[src/rtl/mg_pkg.sv]
package mg_pkg;

  typedef enum logic {
    SUM_TWO_LEVEL   = 1'b0,
    SUM_THREE_LEVEL = 1'b1
  } sumForm_e;

  // Three-input majority: the only logic primitive of the datapath.
  function automatic logic maj3(input logic a, input logic b, input logic c);
    return (a & b) | (b & c) | (c & a);
  endfunction

endpackage

[src/rtl/mg_bit_slice.sv]
module mg_bit_slice #(
  parameter mg_pkg::sumForm_e SUM_FORM = mg_pkg::SUM_TWO_LEVEL
) (
  input  logic a,
  input  logic b,
  input  logic cIn,
  output logic cOut,
  output logic s
);
  import mg_pkg::*;

  logic carryGate;
  logic dNow;
  logic dPrev;
  logic firstLevel;

  always_comb begin
    carryGate  = maj3(a, b, cIn);
    dNow       = ~carryGate;
    dPrev      = ~cIn;
    firstLevel = maj3(a, b, dPrev);
  end

  assign cOut = carryGate;

  generate
    if (SUM_FORM == SUM_THREE_LEVEL) begin : g_threeLevel
      logic midLevel;
      always_comb begin
        midLevel = maj3(firstLevel, carryGate, dNow);
        s        = maj3(midLevel, dNow, cIn);
      end
    end else begin : g_twoLevel
      always_comb s = maj3(firstLevel, dNow, cIn);
    end
  endgenerate

endmodule

[src/rtl/mg_ripple_chain.sv]
module mg_ripple_chain #(
  parameter int WIDTH = 16,
  parameter mg_pkg::sumForm_e SUM_FORM = mg_pkg::SUM_TWO_LEVEL
) (
  input  logic [WIDTH-1:0] a,
  input  logic [WIDTH-1:0] b,
  input  logic             cIn,
  output logic [WIDTH-1:0] s,
  output logic             cOut
);
  localparam int CW = WIDTH + 1;

  logic [CW-1:0] carry;

  assign carry[0] = cIn;

  generate
    for (genvar i = 0; i < WIDTH; i++) begin : g_slice
      mg_bit_slice #(.SUM_FORM(SUM_FORM)) u_slice (
        .a   (a[i]),
        .b   (b[i]),
        .cIn (carry[i]),
        .cOut(carry[i+1]),
        .s   (s[i])
      );
    end
  endgenerate

  assign cOut = carry[CW-1];

endmodule

[src/rtl/mg_result_reg.sv]
module mg_result_reg #(
  parameter int WIDTH = 16
) (
  input  logic             clk,
  input  logic             rstN,
  input  logic [WIDTH-1:0] sumNext,
  input  logic             carryNext,
  output logic [WIDTH-1:0] sumQ,
  output logic             carryQ
);
  always_ff @(posedge clk) begin
    if (!rstN) begin
      sumQ   <= '0;
      carryQ <= 1'b0;
    end else begin
      sumQ   <= sumNext;
      carryQ <= carryNext;
    end
  end
endmodule

[src/rtl/mg_ripple_adder.sv]
module mg_ripple_adder #(
  parameter int WIDTH = 16,
  parameter mg_pkg::sumForm_e SUM_FORM = mg_pkg::SUM_TWO_LEVEL
) (
  input  logic             clk,
  input  logic             rstN,
  input  logic [WIDTH-1:0] opA,
  input  logic [WIDTH-1:0] opB,
  input  logic             carryIn,
  output logic [WIDTH-1:0] sumOut,
  output logic             carryOut
);
  localparam int RW = WIDTH + 1;

  logic [WIDTH-1:0] chainSum;
  logic             chainCarry;

  mg_ripple_chain #(.WIDTH(WIDTH), .SUM_FORM(SUM_FORM)) u_chain (
    .a   (opA),
    .b   (opB),
    .cIn (carryIn),
    .s   (chainSum),
    .cOut(chainCarry)
  );

  mg_result_reg #(.WIDTH(WIDTH)) u_result (
    .clk      (clk),
    .rstN     (rstN),
    .sumNext  (chainSum),
    .carryNext(chainCarry),
    .sumQ     (sumOut),
    .carryQ   (carryOut)
  );

  // Arithmetic reference for the checks below (not used by the datapath).
  logic [RW-1:0] arithRef;
  assign arithRef = {1'b0, opA} + {1'b0, opB} + RW'(carryIn);

  a_r1_reset_clears: assert property (@(posedge clk) disable iff (!rstN)
    $rose(rstN) |-> (sumOut == '0 && !carryOut));

  generate
    if (SUM_FORM == mg_pkg::SUM_THREE_LEVEL) begin : g_chkThree
      a_r4_three_level_sum: assert property (@(posedge clk) disable iff (!rstN)
        1'b1 |=> sumOut == $past(arithRef[WIDTH-1:0]));
    end else begin : g_chkTwo
      a_r3_two_level_sum: assert property (@(posedge clk) disable iff (!rstN)
        1'b1 |=> sumOut == $past(arithRef[WIDTH-1:0]));
    end
  endgenerate

  a_r5_carry_out: assert property (@(posedge clk) disable iff (!rstN)
    1'b1 |=> carryOut == $past(arithRef[WIDTH]));

  a_r6_lsb_parity: assert property (@(posedge clk) disable iff (!rstN)
    1'b1 |=> sumOut[0] == $past(opA[0] ^ opB[0] ^ carryIn));

  a_r7_full_ripple: assert property (@(posedge clk) disable iff (!rstN)
    (opA == '1 && opB == '0 && carryIn) |=> (sumOut == '0 && carryOut));

endmodule

[config.mk]
export PLATFORM = sky130hd
export DESIGN_NAME = mg_ripple_adder
export DESIGN_NICKNAME = d
export VERILOG_FILES = /design/src/rtl/mg_pkg.sv /design/src/rtl/mg_bit_slice.sv /design/src/rtl/mg_ripple_chain.sv /design/src/rtl/mg_result_reg.sv /design/src/rtl/mg_ripple_adder.sv
export SDC_FILE = /design/constraint.sdc
export NUM_CORES = 1
export LEC_CHECK = 0
export BUFFER_PORTS_ARGS = -buffer_cell sky130_fd_sc_hd__buf_4
export CAP_MARGIN = 0
export CORE_MARGIN = 2
export CORE_UTILIZATION = 25
export DETAILED_ROUTE_END_ITERATION = 10
export GPL_TIMING_DRIVEN = 0
export HOLD_SLACK_MARGIN = 0.15
export MAX_ROUTING_LAYER = met4
export SLEW_MARGIN = 15
export SYNTH_ARGS = -nofsm -noshare
export SYNTH_HDL_FRONTEND = slang
export SYNTH_SLANG_ARGS = --single-unit
[constraint.sdc]
create_clock -name clk -period 11.9 [get_ports clk]
set_clock_uncertainty 0.2 [all_clocks]
set_input_delay 2.975 -clock clk [delete_from_list [all_inputs] [get_ports clk]]
set_output_delay 2.975 -clock clk [all_outputs]
set_load 0.01 [all_outputs]
==> results of run 1 <==
-- cell type report --
class | count | area (um^2) | area share (%)
multi-input cells | 49 | 763 | 43.7
flip-flops and latches | 17 | 340 | 19.5
clock buffers | 4 | 45.0 | 2.58
plain buffers | 1 | 11.3 | 0.645
repair buffers | 51 | 383 | 21.9
well taps | 67 | 83.8 | 4.80
inverters | 32 | 120 | 6.88
-- per-stage QoR --
| stage | cell area, um^2 | total power, mW |
|---|---|---|
| finish | 1750 | 0.160 |
| global route | 1750 | 0.173 |
| CTS | 1750 | 0.164 |
| detailed placement | 1700 | 0.120 |
| global placement | 1700 | 0.119 |
| floorplan | 1230 | 0.0911 |
-- flip-flops by register name, summed over array words and instances, names as in the netlist --
register and cells:
u_result.carryQ 1, u_result.sumQ 16
-- final timing paths --
path	start	endpoint	slack (ns)	depth (start not counted)
worst max-delay path	opA[0]	u_result.sumQ[15]$_SDFF_PN0_	1.42	18
worst min-delay path	rstN	u_result.sumQ[12]$_SDFF_PN0_	2.81	2
-- worst max-delay path: stages --
cell    delay (ns)
buf_4         0.12
fa_1          0.47
fa_1          0.44
fa_1          0.45
fa_1          0.45
fa_1          0.44
fa_1          0.45
fa_1          0.44
fa_1          0.43
fa_1          0.45
fa_1          0.45
fa_1          0.45
fa_1          0.44
fa_1          0.45
fa_1          0.46
fa_1          0.44
fa_1          0.43
and2_2        0.19
-- routing by layer --
layer	GRT usage [%]	vias to the layer above
met4	4.76	0
met1	10.5	362
met3	1.36	2
li1	-	344
met2	14.7	23
met5	-	-
-- synthesized netlist by cell type, drive strengths merged --
cell type / instances
fa: 32
inv: 32
and2: 17
dfxtp: 17
buf: 1
-- report_power, final --
group | internal [mW] | total [mW] | leakage [nW] | switching (mW)
logic | 0.0276 | 0.0509 | 0.715 | 0.0233
registers | 0.0643 | 0.0660 | 0.142 | 0.00179
clock network | 0.0237 | 0.0431 | 0.0228 | 0.0194
total | 0.116 | 0.160 | 0.880 | 0.0445
-- kinds of logic after synthesis --
family,share of synthesized area (%)
buffers and inverters,10.6
adders and majority gates,51.9
DFF,27.6
and+or+nand+nor,9.93
==> impl_metrics.ini, run 1 <==
[clock_network]
cts_resized = 0
cts.sinks = 17
cts_tree = built
clk_pin_slew_ns = 0.07
cts.htree.levels = 1
cts-root-buf = clkbuf_8
postCtsHoldBufs = 0
clockBufferDepth = 2
numCtsBuffers = 3
post_cts_buffers = 0

[detailed_routing]
m1WireLength_um = 777
avgViaCountPerCell = 3.31
routed_wl_um = 2060
drt-pass1-iter-count = 4
via_count = 731
wl_met3_um = 98
wl_met2_um = 1150
drtIter0Drc = 4
topRoutingLayerUsed = met4
postRouteAntennaNets = 0
wl_per_cell_um = 9.31
drcViolationCount = 0

[timing]
setup_viol = 0
post-route-period-util_pct = 88.1
fmax_mhz = 95.4
slew_viol_final = 0
worst_slack_ns = 1.42
setup_tns_ns = 0
timing.final.hold_violations = 0
slew_headroom_pct = 89.4
hold_slack_ns = 2.81
worst_pin_slew_ns = 0.159
period_minus_slack_ns = 10.48
rsz0062_at_grt = no

[synthesis]
synth.distinct_cells = 6
ys_top_cells_by_area = fa_1 (52%), dfxtp_1 (28%), inv_1 (9.7%)
seq_area_frac_synth_pct = 27.6
ys_seq_elements = 17
syn_nets = 166
yosysTopAreaCellShare_pct = 51.9
synth_largest_area_cell = fa_1
ys_warn_count = 0
syn-cell-area_mm2 = 0.00123
syn_area_per_cell_um2 = 12.5
synthCells = 99

[placement]
place_congestion = 0.706
port_buffers = 51
dp_hpwl_um = 1810
pre_cts_slack_ns = 1.15
dpl.cell_count = 217

[grt]
grt_pass1_vias = 792
grt_pass1_wl_um = 3550
grt.overflow.total = 0
antenna_found_initial = 0
grt_max_degree = 11
grt_usage_pct = 8.92

[floorplanning]
dieArea_mm2 = 0.00552
initial_core_util_pct = 26.0
core_area_mm2 = 0.00475
dieWidth_um = 74.3
num_io_pins = 52
rows = 25
die_y_um = 74.3

[setup_path]
arrival_ns = 10.43
cp-start-kind = input port
critPathMaxFanout = 2
required_ns = 11.85
cp-end-kind = flop
worstSetupPathType = in2reg

[power]
ir_worst_vdd_mv = 0.0327
p_leak_nw = 0.880
power.density_mw_per_mm2 = 91.7

[cells_and_area]
fill_cells = 504
syn_to_final_growth_pct = 41.4
mostFrequentLayoutCells = buf_4 (51), inv_1 (32), fa_1 (32)
fin_nets = 222
n_antenna_cell = 0
layout_commonest_cell = buf_4
drive_gt1_share_pct = 44.2
post-route-util_pct = 36.7
instances_no_fill = 221

[run]
drv_cap = 0

[status]
status = finished, final reports clean

[worst_hold_path]
hold_path.class = in2reg
Power figures use the tool's default switching activity.
==> inputs of run 2 (changes only) <==
PLACE_DENSITY = 0.47   (was unset)
==> impl_metrics.ini, run 2 (synthesis gave the netlist of run 1 again) <==
[clock_network]
cts_resized = 0
numCtsBuffers = 3
cts-root-buf = clkbuf_8
postCtsHoldBufs = 0
cts.sinks = 17
cts_tree = built
clockBufferDepth = 2
post_cts_buffers = 0
clk_pin_slew_ns = 0.06
cts.htree.levels = 1

[detailed_routing]
routed_wl_um = 2100
drcViolationCount = 0
drtIter0Drc = 4
avgViaCountPerCell = 3.37
drt-pass1-iter-count = 3
wl_per_cell_um = 9.49
postRouteAntennaNets = 0
via_count = 745

[placement]
dpl.cell_count = 217
port_buffers = 51
pre_cts_slack_ns = 1.20
place_congestion = 0.738
dp_hpwl_um = 1910

[worst_hold_path]
hold_path.class = in2reg

[cells_and_area]
layout_commonest_cell = buf_4
largestRegisters = u_result.sumQ (16), u_result.carryQ (1)
instances_no_fill = 221
largest_reg_flops = 16
top_register = u_result.sumQ
mostFrequentLayoutCells = buf_4 (51), inv_1 (32), fa_1 (32)
syn_to_final_growth_pct = 41.4
drive_gt1_share_pct = 44.2
n_antenna_cell = 0
fin_nets = 222

[power]
combPwrFrac_pct = 32.0
p_leak_nw = 0.880
power_mw = 0.159
p_clk_share_pct = 26.4
power_frac_seq_pct = 41.6
ir_worst_vdd_mv = 0.0255
power.density_mw_per_mm2 = 91.1
switching_share_pct = 27.3
p_int_mw = 0.116
power.switching_mw = 0.0435

[floorplanning]
core_area_mm2 = 0.00475
initial_core_util_pct = 26.0
rows = 25
die_y_um = 74.3
num_io_pins = 52
dieArea_mm2 = 0.00552
dieWidth_um = 74.3

[timing]
setup_tns_ns = 0
timing.final.hold_violations = 0
post-route-period-util_pct = 87.4
setup_viol = 0
slew_headroom_pct = 88.7
worst_pin_slew_ns = 0.169
period_minus_slack_ns = 10.40
rsz0062_at_grt = no
slew_viol_final = 0
worst_slack_ns = 1.50
fmax_mhz = 96.1

[run]
drv_cap = 0

[setup_path]
worstSetupPathType = in2reg
cpMostUsedCell = fa_1
max_stage_delay_ns = 0.47
cpMaxStageDelayCell = fa_1
cp-end-kind = flop
critPathMaxFanout = 2
cp_top_family = adder cells
crit_buf_inv = 1
required_ns = 11.84
arrival_ns = 10.35
cp-start-kind = input port
path_cells = buf_4 -> fa_1 -> fa_1 -> fa_1 -> fa_1 -> fa_1 -> fa_1 -> fa_1 -> fa_1 -> fa_1 -> fa_1 -> fa_1 -> fa_1 -> fa_1 -> fa_1 -> fa_1 -> fa_1 -> and2_2

[grt]
grt_max_degree = 11
grt_usage_pct = 8.91
antenna_found_initial = 0
grt_pass1_vias = 864
grt_pass1_wl_um = 3610
grt.overflow.total = 0

[status]
status = finished, final reports clean
-- run 2: cell counts in the layout (fill, tap and decap cells not counted) --
Identical to the previous run, type by type.
-- run 2: final cells by class --
cell class                 count  area (um^2)
multi-input combinational     49          763
tap                           67         83.8
clock buffer                   4         45.0
fill                         508         3010
buffer                         1         11.3
inverter                      32          120
timing repair buffer          51          383
sequential                    17          340
-- run 2: power groups by stage --
| stage | clock network [mW] | logic (mW) | registers [mW] |
|---|---|---|---|
| 2_1_floorplan | 0 | 0.0198 | 0.0712 |
| 3_3_place_gp | 0 | 0.0507 | 0.0675 |
| 3_5_place_dp | 0 | 0.0523 | 0.0675 |
| 4_1_cts | 0.0443 | 0.0525 | 0.0663 |
| 5_1_grt | 0.0461 | 0.0581 | 0.0669 |
| 6_report | 0.0421 | 0.0509 | 0.0662 |
-- run 2: final timing paths --
| kind | start | end | cells past startpoint |
|---|---|---|---|
| max | opA[0] | u_result.sumQ[15]$_SDFF_PN0_ | 18 |
| min | rstN | u_result.sumQ[14]$_SDFF_PN0_ | 2 |
-- run 2: layer usage --
layer,GRT usage (%),vias up,share of wire [%]
met5,-,-,0
met4,4.17,0,1.9
met3,1.36,5,6.1
met2,15.8,25,55
met1,9.81,372,37
li1,-,343,-
-- run 2: metrics by stage --
step	hold WS, ns	area, um^2	utilization, %
after floorplan	2.91	1230	-
after global placement	3.07	1700	35.8
after detailed placement	3.07	1700	35.8
after CTS	2.81	1750	36.7
after global routing	2.82	1750	36.7
final	2.81	1750	36.7
==> inputs of run 3 (changes only) <==
BUFFER_PORTS_ARGS = -buffer_cell sky130_fd_sc_hd__buf_2   (was -buffer_cell sky130_fd_sc_hd__buf_4)
REMOVE_ABC_BUFFERS = 1   (was unset)
==> impl_metrics.ini, run 3 (synthesis gave the netlist of run 1 again) <==
[detailed_routing]
wl_per_cell_um = 9.46
routed_wl_um = 2080
wl_met3_um = 187
drcViolationCount = 0
wl_met2_um = 1130
topRoutingLayerUsed = met4
via_count = 751
postRouteAntennaNets = 0
drt-pass1-iter-count = 4
avgViaCountPerCell = 3.41
drtIter0Drc = 9
m1WireLength_um = 736

[cells_and_area]
layout_commonest_cell = buf_2
largestRegisters = u_result.sumQ (16), u_result.carryQ (1)
fin_nets = 221
n_antenna_cell = 0
syn_to_final_growth_pct = 30.2
top_register = u_result.sumQ
largest_reg_flops = 16
mostFrequentLayoutCells = buf_2 (51), inv_1 (32), fa_1 (32)
drive_gt1_share_pct = 43.8

[placement]
place_congestion = 0.625
dp_hpwl_um = 1770
port_buffers = 51

[clock_network]
numCtsBuffers = 3
cts_resized = 0
cts.htree.levels = 1
clk_pin_slew_ns = 0.08
cts-root-buf = clkbuf_8
cts.sinks = 17
post_cts_buffers = 0
cts_tree = built
postCtsHoldBufs = 0
clockBufferDepth = 2

[worst_hold_path]
hold_path.class = in2reg

[grt]
grt_usage_pct = 8.89
grt_pass1_wl_um = 3530
grt.overflow.total = 0
antenna_found_initial = 0
grt_pass1_vias = 854
grt_max_degree = 18

[timing]
period_minus_slack_ns = 10.42
rsz0062_at_grt = no
slew_headroom_pct = 82.4
slew_viol_final = 0
setup_viol = 0
timing.final.hold_violations = 0
hold_slack_ns = 2.92
worst_pin_slew_ns = 0.264
fmax_mhz = 96.0
setup_tns_ns = 0
post-route-period-util_pct = 87.6

[setup_path]
cp-end-kind = flop
critPathMaxFanout = 2
arrival_ns = 10.38
cp-start-kind = input port
required_ns = 11.86
worstSetupPathType = in2reg

[floorplanning]
rows = 25
dieArea_mm2 = 0.00552
initial_core_util_pct = 26.0
core_area_mm2 = 0.00475
dieWidth_um = 74.3
die_y_um = 74.3
num_io_pins = 52

[power]
ir_worst_vdd_mv = 0.0307
p_leak_nw = 0.838
power_mw = 0.154
power.density_mw_per_mm2 = 95.9

[status]
status = finished, final reports clean

[run]
drv_cap = 0
[run 3: changes by cell type in the layout (fill, tap and decap cells not counted), sizes merged]
cell	delta
buf	-1
[run 3: cell type report]
class / instances / area (um^2)
Fill cell: 508 / 3150
Tap cell: 67 / 83.8
Sequential cell: 17 / 340
Inverter: 32 / 120
Clock buffer: 4 / 45.0
Multi-Input combinational cell: 49 / 763
Timing Repair Buffer: 51 / 255
[run 3: critical path, stage by stage]
cell and delay (ns):
buf_2 0.12, fa_1 0.47, fa_1 0.44, fa_1 0.44, fa_1 0.44, fa_1 0.44
fa_1 0.45, fa_1 0.45, fa_1 0.44, fa_1 0.44, fa_1 0.44, fa_1 0.44
fa_1 0.44, fa_1 0.44, fa_1 0.44, fa_1 0.45, fa_1 0.43, and2_2 0.19
[run 3: path summary, 6_finish.rpt]
path / startpoint / to / cells past startpoint
setup / recovery: opA[0] / u_result.sumQ[15]$_SDFF_PN0_ / 18
hold / removal: opB[15] / u_result.carryQ$_SDFF_PN0_ / 3
[run 3: report_power, final]
group	internal [mW]	switching, mW
Clock	0.0238	0.0218
Combinational	0.0201	0.0228
Sequential	0.0641	0.00147
Total	0.108	0.0462
[run 3: routing by layer]
layer | vias up | global-route usage (%)
li1 | 342 | -
met1 | 366 | 9.65
met2 | 38 | 16.2
met3 | 5 | 2.17
met4 | 0 | 2.38
met5 | - | -
[run 3: per-stage QoR]
| stage | setup WS (ns) | instance area [um^2] | instances | util, % |
|---|---|---|---|---|
| after floorplan | 1.61 | 1220 | 98 | - |
| after global placement | 1.25 | 1560 | 216 | 32.9 |
| after detailed placement | 1.15 | 1560 | 216 | 32.9 |
| after CTS | 1.42 | 1610 | 220 | 33.8 |
| after global routing | 1.22 | 1610 | 220 | 33.8 |
| final | 1.48 | 1610 | 220 | 33.8 |
